`src/rtl/dma_seq_pkg.sv`:
```
package dma_seq_pkg;

  typedef enum logic [1:0] {
    MODE_NORMAL = 2'd0,
    MODE_REPEAT = 2'd1,
    MODE_BLOCK  = 2'd2,
    MODE_RING   = 2'd3
  } xfer_mode_e;

  typedef enum logic [1:0] {
    AM_FIXED  = 2'd0,
    AM_OFFSET = 2'd1,
    AM_INC    = 2'd2,
    AM_DEC    = 2'd3
  } addr_mode_e;

  typedef enum logic [1:0] {
    ST_IDLE = 2'd0,
    ST_RD   = 2'd1,
    ST_WR   = 2'd2
  } seq_state_e;

  typedef struct packed {
    xfer_mode_e mode;
    logic [1:0] size;
    addr_mode_e src_am;
    addr_mode_e dst_am;
    logic       irq_each;
    logic       rep_src;
  } seq_cfg_t;

  function automatic seq_cfg_t decode_cfg(input logic [31:0] w);
    seq_cfg_t c;
    c.mode     = xfer_mode_e'(w[31:30]);
    c.size     = w[29:28];
    c.src_am   = addr_mode_e'(w[27:26]);
    c.dst_am   = addr_mode_e'(w[19:18]);
    c.irq_each = w[21];
    c.rep_src  = w[20];
    return c;
  endfunction

endpackage

```
`src/rtl/dma_ptr_unit.sv`:
```
module dma_ptr_unit
  import dma_seq_pkg::*;
#(
  parameter int AW = 32
) (
  input  logic          clk_i,
  input  logic          rst_ni,
  input  logic          load_i,
  input  logic [AW-1:0] start_i,
  input  addr_mode_e    am_i,
  input  logic [1:0]    size_i,
  input  logic [AW-1:0] offset_i,
  input  logic          step_i,
  input  logic          restore_i,
  output logic [AW-1:0] ptr_o
);

  logic [AW-1:0] base_q, cur_q, nxt, inc_amt;

  assign inc_amt = AW'(1) << size_i;

  always_comb begin
    unique case (am_i)
      AM_FIXED:  nxt = cur_q;
      AM_OFFSET: nxt = cur_q + offset_i;
      AM_INC:    nxt = cur_q + inc_amt;
      default:   nxt = cur_q - inc_amt;
    endcase
  end

  always_ff @(posedge clk_i or negedge rst_ni) begin
    if (!rst_ni) begin
      base_q <= '0;
      cur_q  <= '0;
    end else if (load_i) begin
      base_q <= start_i;
      cur_q  <= start_i;
    end else if (restore_i) begin
      cur_q <= base_q;
    end else if (step_i) begin
      cur_q <= nxt;
    end
  end

  assign ptr_o = cur_q;

endmodule

```
`src/rtl/dma_pend_ctr.sv`:
```
module dma_pend_ctr #(
  parameter int PW = 2
) (
  input  logic          clk_i,
  input  logic          rst_ni,
  input  logic          clr_i,
  input  logic          inc_i,
  input  logic          dec_i,
  output logic [PW-1:0] cnt_o
);

  localparam logic [PW-1:0] PMAX = '1;

  logic [PW-1:0] cnt_q;

  always_ff @(posedge clk_i or negedge rst_ni) begin
    if (!rst_ni) begin
      cnt_q <= '0;
    end else if (clr_i) begin
      cnt_q <= '0;
    end else if (inc_i && !dec_i) begin
      if (cnt_q != PMAX) cnt_q <= cnt_q + PW'(1);
    end else if (dec_i && !inc_i) begin
      if (cnt_q != '0) cnt_q <= cnt_q - PW'(1);
    end
  end

  assign cnt_o = cnt_q;

endmodule

```
`src/rtl/dma_seq_chan.sv`:
```
module dma_seq_chan
  import dma_seq_pkg::*;
#(
  parameter int ADDR_W = 32,
  parameter int CNT_W  = 16,
  parameter int PEND_W = 2
) (
  input  logic              clk_i,
  input  logic              rst_ni,
  input  logic              cfg_load_i,
  input  logic [31:0]       cfg_word_i,
  input  logic [ADDR_W-1:0] cfg_src_i,
  input  logic [ADDR_W-1:0] cfg_dst_i,
  input  logic [ADDR_W-1:0] cfg_offset_i,
  input  logic [CNT_W-1:0]  cfg_len_i,
  input  logic [CNT_W-1:0]  cfg_blk_i,
  input  logic              en_i,
  input  logic              trig_i,
  input  logic              sw_start_i,
  input  logic              sw_cont_i,
  input  logic              sw_stop_i,
  output logic              mem_req_o,
  output logic              mem_we_o,
  output logic [ADDR_W-1:0] mem_addr_o,
  output logic [1:0]        mem_size_o,
  output logic [31:0]       mem_wdata_o,
  input  logic              mem_rsp_i,
  input  logic [31:0]       mem_rdata_i,
  output logic              irq_o,
  output logic              done_o,
  output logic              err_o,
  output logic [CNT_W-1:0]  len_left_o,
  output logic [CNT_W-1:0]  blk_left_o
);

  localparam logic [CNT_W-1:0] CNT_ONE = CNT_W'(1);
  localparam int NPTR = 2; // 0 = source, 1 = destination

  seq_cfg_t         cfg_q;
  seq_state_e       st_q;
  logic [ADDR_W-1:0] off_q;
  logic [CNT_W-1:0] len_init_q, blk_init_q, len_q, blk_q, len_nxt, blk_nxt;
  logic             fin_q, err_q, cont_q, stop_q, irq_q;
  logic [31:0]      data_q;
  logic [PEND_W-1:0] pend;

  logic unused_cfg_bits;
  assign unused_cfg_bits = ^{cfg_word_i[25:22], cfg_word_i[17:0]};

  logic load_ok, item_done, last_item, blk_last, blk_mode, mid_block;
  logic fin_set, end_evt, rep_rst, oth_rst;
  logic act_req, start_idle, go_on, pend_nz, pend_dec, cont_set;

  assign load_ok   = cfg_load_i && (st_q == ST_IDLE);
  assign item_done = (st_q == ST_WR) && mem_rsp_i;
  assign last_item = (len_q == CNT_ONE);
  assign blk_last  = (blk_q == CNT_ONE);
  assign blk_mode  = cfg_q.mode[1];
  assign mid_block = blk_mode && !last_item;
  assign pend_nz   = (pend != '0);

  // group bookkeeping on item completion
  always_comb begin
    len_nxt = len_q;
    blk_nxt = blk_q;
    fin_set = 1'b0;
    end_evt = 1'b0;
    rep_rst = 1'b0;
    oth_rst = 1'b0;
    if (item_done) begin
      len_nxt = len_q - CNT_ONE;
      unique case (cfg_q.mode)
        MODE_NORMAL: begin
          if (last_item) begin
            fin_set = 1'b1;
            end_evt = 1'b1;
          end
        end
        MODE_REPEAT, MODE_BLOCK: begin
          if (last_item) begin
            rep_rst = 1'b1;
            blk_nxt = blk_q - CNT_ONE;
            if (blk_last) begin
              fin_set = 1'b1;
              end_evt = 1'b1;
            end else begin
              len_nxt = len_init_q;
            end
          end
        end
        default: begin
          if (last_item) begin
            rep_rst = 1'b1;
            len_nxt = len_init_q;
            if (blk_last) begin
              blk_nxt = blk_init_q;
              oth_rst = 1'b1;
              end_evt = 1'b1;
            end else begin
              blk_nxt = blk_q - CNT_ONE;
            end
          end
        end
      endcase
    end
  end

  assign act_req    = en_i && !fin_q && !err_q && !load_ok &&
                      (trig_i || (sw_start_i && !sw_cont_i));
  assign cont_set   = en_i && !fin_q && !err_q && !load_ok && sw_start_i && sw_cont_i;
  assign start_idle = (st_q == ST_IDLE) && en_i && !fin_q && !err_q && !load_ok &&
                      !sw_stop_i && (pend_nz || cont_q);
  assign go_on      = item_done && en_i && !stop_q && !sw_stop_i && !fin_set &&
                      (mid_block || pend_nz || cont_q);
  assign pend_dec   = !cont_q && pend_nz && (start_idle || (go_on && !mid_block));

  dma_pend_ctr #(.PW(PEND_W)) u_pend (
    .clk_i  (clk_i),
    .rst_ni (rst_ni),
    .clr_i  (load_ok || sw_stop_i),
    .inc_i  (act_req),
    .dec_i  (pend_dec),
    .cnt_o  (pend)
  );

  logic [ADDR_W-1:0] ptr_start [NPTR];
  logic [ADDR_W-1:0] ptr_cur   [NPTR];
  addr_mode_e        ptr_am    [NPTR];
  logic              ptr_rst   [NPTR];

  assign ptr_start[0] = cfg_src_i;
  assign ptr_start[1] = cfg_dst_i;
  assign ptr_am[0]    = cfg_q.src_am;
  assign ptr_am[1]    = cfg_q.dst_am;
  assign ptr_rst[0]   = cfg_q.rep_src ? rep_rst : oth_rst;
  assign ptr_rst[1]   = cfg_q.rep_src ? oth_rst : rep_rst;

  for (genvar gi = 0; gi < NPTR; gi++) begin : g_ptr
    dma_ptr_unit #(.AW(ADDR_W)) u_ptr (
      .clk_i     (clk_i),
      .rst_ni    (rst_ni),
      .load_i    (load_ok),
      .start_i   (ptr_start[gi]),
      .am_i      (ptr_am[gi]),
      .size_i    (cfg_q.size),
      .offset_i  (off_q),
      .step_i    (item_done),
      .restore_i (ptr_rst[gi]),
      .ptr_o     (ptr_cur[gi])
    );
  end

  always_ff @(posedge clk_i or negedge rst_ni) begin
    if (!rst_ni) begin
      cfg_q      <= '0;
      off_q      <= '0;
      len_init_q <= '0;
      blk_init_q <= '0;
      len_q      <= '0;
      blk_q      <= '0;
      fin_q      <= 1'b1;
      err_q      <= 1'b0;
      cont_q     <= 1'b0;
      stop_q     <= 1'b0;
      irq_q      <= 1'b0;
      data_q     <= '0;
      st_q       <= ST_IDLE;
    end else begin
      irq_q <= item_done && (cfg_q.irq_each || end_evt);
      if (load_ok) begin
        cfg_q      <= decode_cfg(cfg_word_i);
        off_q      <= cfg_offset_i;
        len_init_q <= cfg_len_i;
        blk_init_q <= cfg_blk_i;
        len_q      <= cfg_len_i;
        blk_q      <= cfg_blk_i;
        err_q      <= (cfg_word_i[29:28] == 2'd3);
        fin_q      <= (cfg_len_i == '0) ||
                      ((cfg_word_i[31:30] != MODE_NORMAL) && (cfg_blk_i == '0));
      end else begin
        len_q <= len_nxt;
        blk_q <= blk_nxt;
        if (fin_set) fin_q <= 1'b1;
      end

      if (load_ok || sw_stop_i || !en_i || fin_set) cont_q <= 1'b0;
      else if (cont_set) cont_q <= 1'b1;

      if (item_done) stop_q <= 1'b0;
      else if (sw_stop_i && st_q != ST_IDLE) stop_q <= 1'b1;

      unique case (st_q)
        ST_IDLE: if (start_idle) st_q <= ST_RD;
        ST_RD: begin
          if (mem_rsp_i) begin
            data_q <= mem_rdata_i;
            st_q   <= ST_WR;
          end
        end
        default: if (mem_rsp_i) st_q <= go_on ? ST_RD : ST_IDLE;
      endcase
    end
  end

  assign mem_req_o   = (st_q != ST_IDLE);
  assign mem_we_o    = (st_q == ST_WR);
  assign mem_addr_o  = (st_q == ST_WR) ? ptr_cur[1] : ptr_cur[0];
  assign mem_size_o  = cfg_q.size;
  assign mem_wdata_o = data_q;
  assign irq_o       = irq_q;
  assign done_o      = fin_q;
  assign err_o       = err_q;
  assign len_left_o  = len_q;
  assign blk_left_o  = blk_q;

endmodule


```
`config.mk`:
```
export PLATFORM = sky130hd
export DESIGN_NAME = dma_seq_chan
export DESIGN_NICKNAME = d
export VERILOG_FILES = /design/src/rtl/dma_seq_pkg.sv /design/src/rtl/dma_ptr_unit.sv /design/src/rtl/dma_pend_ctr.sv /design/src/rtl/dma_seq_chan.sv
export SDC_FILE = /design/constraint.sdc
export NUM_CORES = 1
export LEC_CHECK = 0
export BUFFER_PORTS_ARGS = -buffer_cell sky130_fd_sc_hd__clkbuf_2
export CAP_MARGIN = 10
export CORE_MARGIN = 8
export CORE_UTILIZATION = 40
export CTS_CLUSTER_DIAMETER = 30
export CTS_CLUSTER_SIZE = 30
export DETAILED_ROUTE_END_ITERATION = 6
export GPL_TIMING_DRIVEN = 1
export PLACE_DENSITY = 0.66
export SYNTH_ARGS = -nofsm -noshare
export SYNTH_HDL_FRONTEND = slang
export SYNTH_SLANG_ARGS = --single-unit
```
`constraint.sdc`:
```
create_clock -name clk_i -period 10.3 [get_ports clk_i]
set_clock_uncertainty 0.2 [all_clocks]
set_input_delay 2.575 -clock clk_i [delete_from_list [all_inputs] [get_ports clk_i]]
set_output_delay 2.575 -clock clk_i [all_outputs]
set_load 0.05 [all_outputs]
```
After elaboration in Yosys (flattened, before gate mapping)
Index checks and enable logic that the tools add are counted.
{"block": "totals", "ff_bits": 275, "inputBits": 201, "output_inout_bits": 103, "elab_cells": 181}
{"block": "classes", "add_sub_neg": 10, "eq_ne": 18, "shifts": 1, "mux": 50, "reduce_logical": 79}
{"cell": "$mux 32", "n": 7}
{"cell": "$pmux 32 s3", "n": 2}
{"cell": "$mux 16", "n": 10}
{"cell": "$add 32x32->32", "n": 4}
{"cell": "$pmux 16 s2", "n": 2}
{"cell": "$sub 32x32->32", "n": 2}
{"cell": "$eq 16x1->1 const B", "n": 2}
{"cell": "$logic_not 16->1", "n": 2}
{"cell": "$shl 1x2->32 const A", "n": 1}
{"cell": "$sub 16x1->16 const B", "n": 2}
{"cell": "$logic_and 1x1->1", "n": 29}
{"cell": "$mux 1", "n": 19}
{"cell": "$reduce_bool 2->1", "n": 9}
{"cell": "$mux 2", "n": 8}
{"cell": "$logic_not 1->1", "n": 13}
{"cell": "$reduce_bool 3->1", "n": 4}
{"cell": "$eq 2x2->1 const B", "n": 5}
{"cell": "$logic_or 1x1->1", "n": 10}
{"cell": "$ne 3x2->1 const B", "n": 3}
{"cell": "$reduce_and 3->1", "n": 3}
{"cell": "$eq 2x1->1 const B", "n": 4}
{"cell": "$logic_not 2->1", "n": 4}
{"cell": "$ne 2x2->1 const B", "n": 4}
{"cell": "$reduce_and 2->1", "n": 3}
{"cell": "6 further kinds", "n": 6}

Longest topological paths before layout
Gate-level depths: netlist of the first run.
{"block": "depth", "word_depth": 15, "ltp_mapped": 16, "depth_no_buf": 15}

Cells and area by module
Synthesis of the first run repeated with hierarchy kept, for this count alone.
{"block": "hier_totals", "hier_cells": 2113, "hier_area_um2": 17619.4}
{"module": "dma_seq_chan", "instances": 1, "cells_each": 891, "area_per_inst_um2": 7543.5, "seq_area_each_um2": 3629.7}
{"module": "dma_ptr_unit (g_ptr[1].u_ptr)", "instances": 1, "cells_each": 606, "area_per_inst_um2": 4989.8, "seq_area_each_um2": 1601.5}
{"module": "dma_ptr_unit (g_ptr[0].u_ptr)", "instances": 1, "cells_each": 604, "area_per_inst_um2": 4972.3, "seq_area_each_um2": 1601.5}
{"module": "dma_pend_ctr", "instances": 1, "cells_each": 12, "area_per_inst_um2": 113.9, "seq_area_each_um2": 50.0}

Worst setup path before layout of the first run
No wires, ideal clock.
{"block": "synth_timing", "kind": "flip-flop to output port", "from": "reg st_q[0]", "to": "out mem_addr_o[22]", "arrival_time_ns": 1.878, "t_required_ns": 7.525, "path_slack_ns": 5.647, "path_stages_with_launch": 7, "n_path_buf": 2, "cell_sequence": "dfrtp_1 > nand2b_1 > clkbuf_1 > clkinv_1 > clkbuf_1 > nand2_1 > nand2_1"}
{"block": "synth_via", "elab_chain_len": 2}
{"item": "from (decl)", "line_no": "dma_seq_chan.sv:40", "text": "seq_state_e st_q;"}
{"item": "from (signal assigned)", "line_no": "dma_seq_chan.sv:200", "text": "default: if (mem_rsp_i) st_q <= go_on ? ST_RD : ST_IDLE;"}
{"item": "$eq 2x2->1"}
{"item": "via mem_we_o", "line_no": "dma_seq_chan.sv:23", "text": "output logic mem_we_o,"}
{"item": "$mux 32", "line_no": "dma_seq_chan.sv:207", "text": "assign mem_addr_o = (st_q == ST_WR) ? ptr_cur[1] : ptr_cur[0];"}
{"item": "to (decl)", "line_no": "dma_seq_chan.sv:24", "text": "output logic [ADDR_W-1:0] mem_addr_o,"}
The timed path passes the listed nets, and every way through them passes these cells.

Worst setup path after layout of the first run
{"block": "layout_timing", "from": "reg st_q[0]", "to": "out mem_addr_o[20]"}
{"block": "layout_via", "elab_chain_len": 2}
{"item": "$eq 2x2->1", "line_no": "dma_seq_chan.sv:207"}
{"item": "$mux 32", "line_no": "dma_seq_chan.sv:207"}
No other way between the ends.

==> qor.txt, run 1 <==
Status: completed
R2R depth: 15
CTS tree: built
Reg clk slew, reported paths: 0.04 ns
Reg2reg end: g_ptr[0].u_ptr.ptr_o[31]
Asr flop ratio synth: 100%
Hold path start: g_ptr[1].u_ptr.base_q[26]
CTS resizes: 0
Htree depth: 3
RSZ-0062 raised after global routing: false
Layout cells sized above 1: 20.0%
Simple-gate share of the synthesized area: 25.7%
Num rows: 75
Syn nets: 2421
Initial antenna violation count: 5
RePlAce Congestion: 0.910
Reg2reg setup slack: 5.76 ns
Nets: 2687
Crit Path Max Fanout: 33
Worst setup SP type: flip-flop
Yosys cell types: 79
Crit. End Element: output pin
Count of final hold-check violations: 0
Max Cap Viol: 0
#FFs+latches synth: 275
Crit path DAT: 2.47 ns
Routed Antenna Nets: 0
Register area share after synthesis: 40.6%
Top-area cell type share of the netlist area: 40.4%
Mapped cell area: 17000 um2
DR DRC count: 0
Routed vias/inst: 5.55
Initial Util: 40.5%
Clk root buf: clkbuf_16
Number of CTS-inserted buffers: 79
Final period util: 50.9%
First-pass GRT wire length: 92900 um
Drt pass-1 iters: 5
Worst Hold Depth: 2
Final setup fails: 0
Synth Area in XOR/XNOR: 3.20%
Grt ovf: 0
CP Data Required Time: 7.53 ns
Slew Viols, Final: 0
R2r startpoint: cfg_q[4]
Mux cell area share after synthesis: 2.97%
Cts-stage hold buffer count: 0
Post-CTS setup buffer count: 0
Synth Area in Compound Gates: 18.0%
Mapped Avg Cell Area: 7.91 um2
Core area: 41900 um2
Area grow syn2layout: 26.8%
I/O pins: 304
Hold WC Path Type: reg2reg
IO Port Bufs: 281
Top achievable clock speed: 191 MHz
Cells after Synth: 2143
Synth area leader: dfrtp_1
Dpl hpwl: 42500 um
Clk sinks: 275
Die height: 222 um
Vias in the first global route: 17100
Die area: 49200 um2
DR iter-0 viols: 1480
Clock latency at the later pin of the worst-skew pair: 0.61 ns
Clock buffer depth: 3
Total track usage: 23.3%
Relative slew slack: 31.2%
Minimum clock period: 5.25 ns
Synth Area in Adders: 5.83%
Chip Width: 222 um
Via count: 16700
EDFF count, synth: 0
Critical path origin: st_q[0]
Largest family of logic cells by synthesized area: simple AND/OR/NAND/NOR gates
Synth area leaders: dfrtp_1 40%, nand2_1 16%, ha_1 5.5%
Final wirelength: 58700 um
Pin count of the biggest net entering global routing: 171
TNS Setup: 0 ns
Worst slew pin tran: 1.03 ns
Crit path kind: reg2out
Endpoint, Worst Hold: g_ptr[1].u_ptr.base_q[26]
Yosys warns: 0
Ys flop type: dfrtp_1
Wirelength per Cell: 19.5 um
## sequential cells by signal (all words and copies together), names as in the netlist, 2 cells and up
signal              count
u_pend.cnt_o            2
mem_size_o              2
g_ptr.u_ptr.base_q     64
blk_left_o             16
len_left_o             16
st_q                    2
mem_wdata_o            32
g_ptr.u_ptr.ptr_o      64
off_q                  32
len_init_q             16
cfg_q                   7
blk_init_q             16
## Yosys cell counts, drive strengths merged (10+ instances only)
master and count:
o22ai 27, a21oi 128, a21o 34, a31oi 20
nor4 20, o211ai 24, dfrtp 274, nor3 33
or3 10, o21ai 149, nand4 11, o21a 12
and2 10, mux2i 11, mux2 35, xor2 32
xnor2 30, buf 28, nand2 735, nand3 38
a22oi 11, inv 32, a211oi 27, and3 20
nor2 123, clkbuf 88, ha 75
## kinds of logic after synthesis
| group | after synthesis |
|---|---|
| xor gates and xnor gates | 62 |
| and+or+nand+nor | 1039 |
| buffers and inverters | 149 |
| adders and majority gates | 78 |
| DFF | 275 |
| muxes | 46 |
| AOI/OAI and AO/OA | 494 |
## worst max path at each step
stage | to | slack [ns] | depth (start not counted)
after global placement | g_ptr[0].u_ptr.ptr_o[28] | 4.82 | 9
after detailed placement | g_ptr[0].u_ptr.ptr_o[28] | 4.80 | 9
final | mem_addr_o[20] | 5.05 | 7
after global routing | mem_addr_o[20] | 4.87 | 7
after floorplan | mem_addr_o[22] | 5.65 | 6
after CTS | mem_addr_o[20] | 5.04 | 7
## area by class of cell
class	count	area (um2)
Inverter	33	124
Tap cell	539	674
Timing Repair Buffer	301	1580
Sequential cell	275	6880
Multi-Input combinational cell	1719	9460
Fill cell	4001	20400
Antenna cell	1	2.50
Clock inverter	28	440
Clock buffer	111	2330
## through the flow
| stage | utilization [%] | std cells | hold WS, ns | cell area (um2) | setup slack (ns) |
|---|---|---|---|---|---|
| floorplan | - | 2143 | 0.232 | 17000 | 5.65 |
| global placement | 44.7 | 2867 | 0.250 | 18700 | 4.82 |
| detailed placement | 44.7 | 2867 | 0.253 | 18700 | 4.80 |
| CTS | 51.4 | 3006 | 0.262 | 21500 | 5.04 |
| global route | 51.4 | 3006 | 0.285 | 21500 | 4.87 |
| finish | 51.4 | 3007 | 0.255 | 21500 | 5.05 |
## critical path: stages (launching register included)
cell	delay, ns
dfrtp_1	0.39
nand2b_1	0.15
buf_4	0.24
clkinv_1	0.11
buf_4	0.39
nand2_1	0.10
nand2_1	0.16
clkbuf_2	0.31
## metal layers
layer | track usage (%) | vias up | share of wire (%)
met5 | 0 | - | 0.087
met4 | 8.06 | 8 | 2.8
met1 | 29.8 | 7992 | 43
li1 | - | 7941 | -
met3 | 6.94 | 128 | 8.4
met2 | 37.3 | 633 | 46
## placed cells by master (no fill, tap or decap), types with 10 or more instances in the layout
cell / synthesis / final
buf_4: 8 / 19
nor2_1: 118 / 117
o21ai_0: 126 / 126
nand2_1: 733 / 732
o22ai_1: 27 / 27
a21o_1: 34 / 34
o21a_1: 12 / 12
ha_1: 75 / 75
inv_1: 32 / 32
clkbuf_16: 0 / 81
clkbuf_2: 0 / 280
o211ai_1: 24 / 24
xor2_1: 32 / 32
mux2i_1: 11 / 11
dfrtp_1: 274 / 274
clkbuf_1: 88 / 11
nand3_1: 38 / 38
a21oi_1: 127 / 127
mux2_2: 35 / 35
and3_1: 20 / 20
o21ai_1: 21 / 20
a22oi_1: 11 / 11
nor3_1: 33 / 33
nand4_1: 11 / 11
a211oi_1: 27 / 27
a31oi_1: 20 / 20
clkbuf_8: 0 / 19
xnor2_1: 30 / 30
or3_1: 10 / 10
nor4_1: 18 / 18
Power of run 1 is left out: the tool's default activity adds up to more than one toggle a clock period on the data nets, which glitch-free logic cannot reach.
==> run 2: changes to the inputs <==
--- a/config.mk
+++ b/config.mk
@@ -5,6 +5,7 @@
 export SDC_FILE = /design/constraint.sdc
 export NUM_CORES = 1
 export LEC_CHECK = 0
+export ABC_AREA = 1
 export BUFFER_PORTS_ARGS = -buffer_cell sky130_fd_sc_hd__clkbuf_2
 export CAP_MARGIN = 10
 export CORE_MARGIN = 8
@@ -13,7 +14,7 @@
 export CTS_CLUSTER_SIZE = 30
 export DETAILED_ROUTE_END_ITERATION = 6
 export GPL_TIMING_DRIVEN = 1
-export PLACE_DENSITY = 0.66
+export PLACE_DENSITY = 0.68
 export SYNTH_ARGS = -nofsm -noshare
 export SYNTH_HDL_FRONTEND = slang
 export SYNTH_SLANG_ARGS = --single-unit
==> constraint.sdc (replaced) <==
create_clock -name clk_i -period 4.6 [get_ports clk_i]
set_clock_uncertainty 0.2 [all_clocks]
set_input_delay 1.15 -clock clk_i [delete_from_list [all_inputs] [get_ports clk_i]]
set_output_delay 1.15 -clock clk_i [all_outputs]
set_load 0.05 [all_outputs]
==> run 2 against run 1 <==
  * Cell count rose by 29%
  * Sequential share of layout area fell by 3.4 points
  * Wire length rose by 12%
  * Clock-buffer cell count fell by 13
  * Sequential cell count did not move
  * Non-clock buffer count rose by 4
  * Hold slack improved by 0.0075 ns
  * Highest routed layer unchanged
==> qor.txt, run 2 <==
Worst setup SP type: flip-flop (unchanged)
Final wirelength: 65800 um (was 58700 um)
Final period util: 82.7%
Reg2reg end: g_ptr[1].u_ptr.ptr_o[24] (was g_ptr[0].u_ptr.ptr_o[31])
Crit path DAT: 2.45 ns (was 2.47 ns)
Cells after Synth: 2929 (was 2143)
Top Metal Used: met5 (unchanged)
Yosys cell types: 46 (was 79)
DR iter-0 viols: 1515 (was 1480)
Crit path to: mem_addr_o[8] (was mem_addr_o[20])
Layout cells sized above 1: 15.8% (was 20.0%)
Register area share after synthesis: 35.6% (was 40.6%)
Via count: 19600 (was 16700)
R2R depth: 18 (was 15)
Initial antenna violation count: 10 (was 5)
Minimum clock period: 3.80 ns
Mapped Avg Cell Area: 6.60 um2 (was 7.91 um2)
Syn nets: 3207 (was 2421)
Grt ovf: 0 (unchanged)
Utilization after layout: 50.4% (was 51.4%)
Core area: 47700 um2 (was 41900 um2)
Crit path kind: reg2out (unchanged)
Clock buffer depth: 3 (unchanged)
First-pass GRT wire length: 105000 um (was 92900 um)
Htree depth: 3 (unchanged)
Count of final hold-check violations: 0 (unchanged)
Top-area cell type share of the netlist area: 35.5% (was 40.4%)
Cts-stage hold buffer count: 0 (unchanged)
Clk sinks: 275 (unchanged)
Vias in the first global route: 19200 (was 17100)
Num rows: 80 (was 75)
CTS resizes: 0 (unchanged)
Area grow syn2layout: 24.6% (was 26.8%)
Metal3 WL: 5800 um (was 4920 um)
Commonest cells after routing, fill and taps aside: 1014 x nand2_1, 491 x inv_1, 280 x clkbuf_2 (was 732 x nand2_1, 280 x clkbuf_2, 274 x dfrtp_1)
Top-count cell post-synth: nand2_1 (unchanged)
Synth area leaders: dfrtp_1 35%, nand2_1 20%, inv_1 9.5% (was dfrtp_1 40%, nand2_1 16%, ha_1 5.5%)
Initial Util: 40.5% (about the same)
Post-CTS setup buffer count: 0 (unchanged)
Status: completed (unchanged)
Crit. End Element: output pin (unchanged)
Top achievable clock speed: 263 MHz
Post-Place Worst Slack: 1.05 ns (was 4.80 ns)
Dpl hpwl: 50200 um (was 42500 um)
WL met2: 29700 um (was 26900 um)
Die height: 236 um (was 222 um)
RSZ-0062 raised after global routing: false (unchanged)
WL met1: 28000 um (was 25200 um)
IO Port Bufs: 281 (unchanged)
Routed vias/inst: 5.03 (was 5.55)
Chip Width: 236 um (was 222 um)
RePlAce Congestion: 0.960 (was 0.910)
Clock latency at the later pin of the worst-skew pair: 0.63 ns (was 0.61 ns)
Number of CTS-inserted buffers: 78 (was 79)
TNS Setup: 0 ns (unchanged)
CP Data Required Time: 3.25 ns (was 7.53 ns)
Worst slew pin tran: 0.898 ns (was 1.03 ns)
Slew Viols, Final: 0 (unchanged)
Synth area leader: dfrtp_1 (unchanged)
Synth cell count leaders: 1014 x nand2_1, 491 x inv_1, 274 x dfrtp_1 (was 733 x nand2_1, 274 x dfrtp_1, 127 x a21oi_1)
Most common cell after layout, fill and taps aside: nand2_1 (unchanged)
EDFF count, synth: 0 (unchanged)
Routed Antenna Nets: 0 (unchanged)
DR DRC count: 0 (unchanged)
Asr flop ratio synth: 100% (unchanged)
Critical path origin: st_q[1] (was st_q[0])
Reg2reg setup slack: 0.97 ns (was 5.76 ns)
Hold WC Path Type: reg2reg (unchanged)
Clk root buf: clkbuf_16 (unchanged)
R2r startpoint: cfg_q[2] (was cfg_q[4])
CTS tree: built (unchanged)
Crit Path Max Fanout: 35 (was 33)
Total track usage: 23.4% (was 23.3%)
Hold Worst Slack: 0.263 ns (was 0.255 ns)
Wirelength per Cell: 16.9 um (was 19.5 um)
Nets: 3493 (was 2687)
Die area: 55600 um2 (was 49200 um2)
Reg clk slew, reported paths: 0.04 ns (about the same)
Max Cap Viol: 0 (unchanged)
Pin count of the biggest net entering global routing: 119 (was 171)
Setup ws final: 0.796 ns (was 5.05 ns)
#FFs+latches synth: 275 (unchanged)
Drt pass-1 iters: 7 (was 5)
I/O pins: 304 (unchanged)
Yosys warns: 0 (unchanged)
Mapped cell area: 19300 um2 (was 17000 um2)
Ys flop type: dfrtp_1 (unchanged)
Relative slew slack: 40.1% (was 31.2%)
Final setup fails: 0 (unchanged)
## run 2: critical path, cell delays in order (launching register included)
cell      delay [ns]
dfrtp_1         0.36
inv_1           0.13
nor2_4          0.03
buf_4           0.26
inv_1           0.10
buf_4           0.31
nand2_1         0.19
nand2_1         0.14
clkbuf_2        0.31
## run 2: cell type report
cell class | instances | area, um2
clock inverter | 44 | 749
timing repair buffer | 305 | 1630
tap | 615 | 769
multi-input combinational | 2061 | 10000
sequential | 275 | 6880
clock buffer | 98 | 2140
antenna | 2 | 5.00
inverter | 494 | 1850
fill | 4815 | 23700
## run 2: how the worst min path moves through the flow
stage	from	end	slack (ns)	cells after the start
2_1_floorplan	g_ptr[0].u_ptr.base_q[2]	g_ptr[0].u_ptr.base_q[2]	0.24	2
3_3_place_gp	blk_init_q[7]	blk_init_q[7]	0.25	2
3_5_place_dp	blk_init_q[7]	blk_init_q[7]	0.25	2
4_1_cts	blk_init_q[7]	blk_init_q[7]	0.27	2
5_1_grt	g_ptr[0].u_ptr.base_q[3]	g_ptr[0].u_ptr.base_q[3]	0.29	2
6_report	blk_init_q[7]	blk_init_q[7]	0.26	2
## run 2: per-stage QoR
step                      std cells  cell area [um2]
after floorplan                2929            19300
after global placement         3750            21200
after detailed placement       3750            21200
after CTS                      3892            24100
after global routing           3893            24100
final                          3894            24100
## run 2: layer usage
| metal | vias to the layer above | track usage [%] |
|---|---|---|
| li1 | 9751 | - |
| met1 | 8988 | 29.4 |
| met2 | 693 | 37.4 |
| met3 | 146 | 7.44 |
| met4 | 14 | 8.80 |
| met5 | - | 0 |
## run 2: cell families (layout without fill, tap and decap cells)
family | Yosys count | count (layout) | synth area share [%]
and+or+nand+nor | 1457 | 1457 | 30.9
buffers and inverters | 593 | 941 | 12.4
AOI/OAI and AO/OA | 458 | 458 | 12.5
DFF | 275 | 275 | 35.6
adders and majority gates | 77 | 77 | 5.06
xor gates and xnor gates | 37 | 37 | 1.68
muxes | 32 | 32 | 1.87
other | 0 | 2 | 0
Power of run 2 is left out for the same reason.
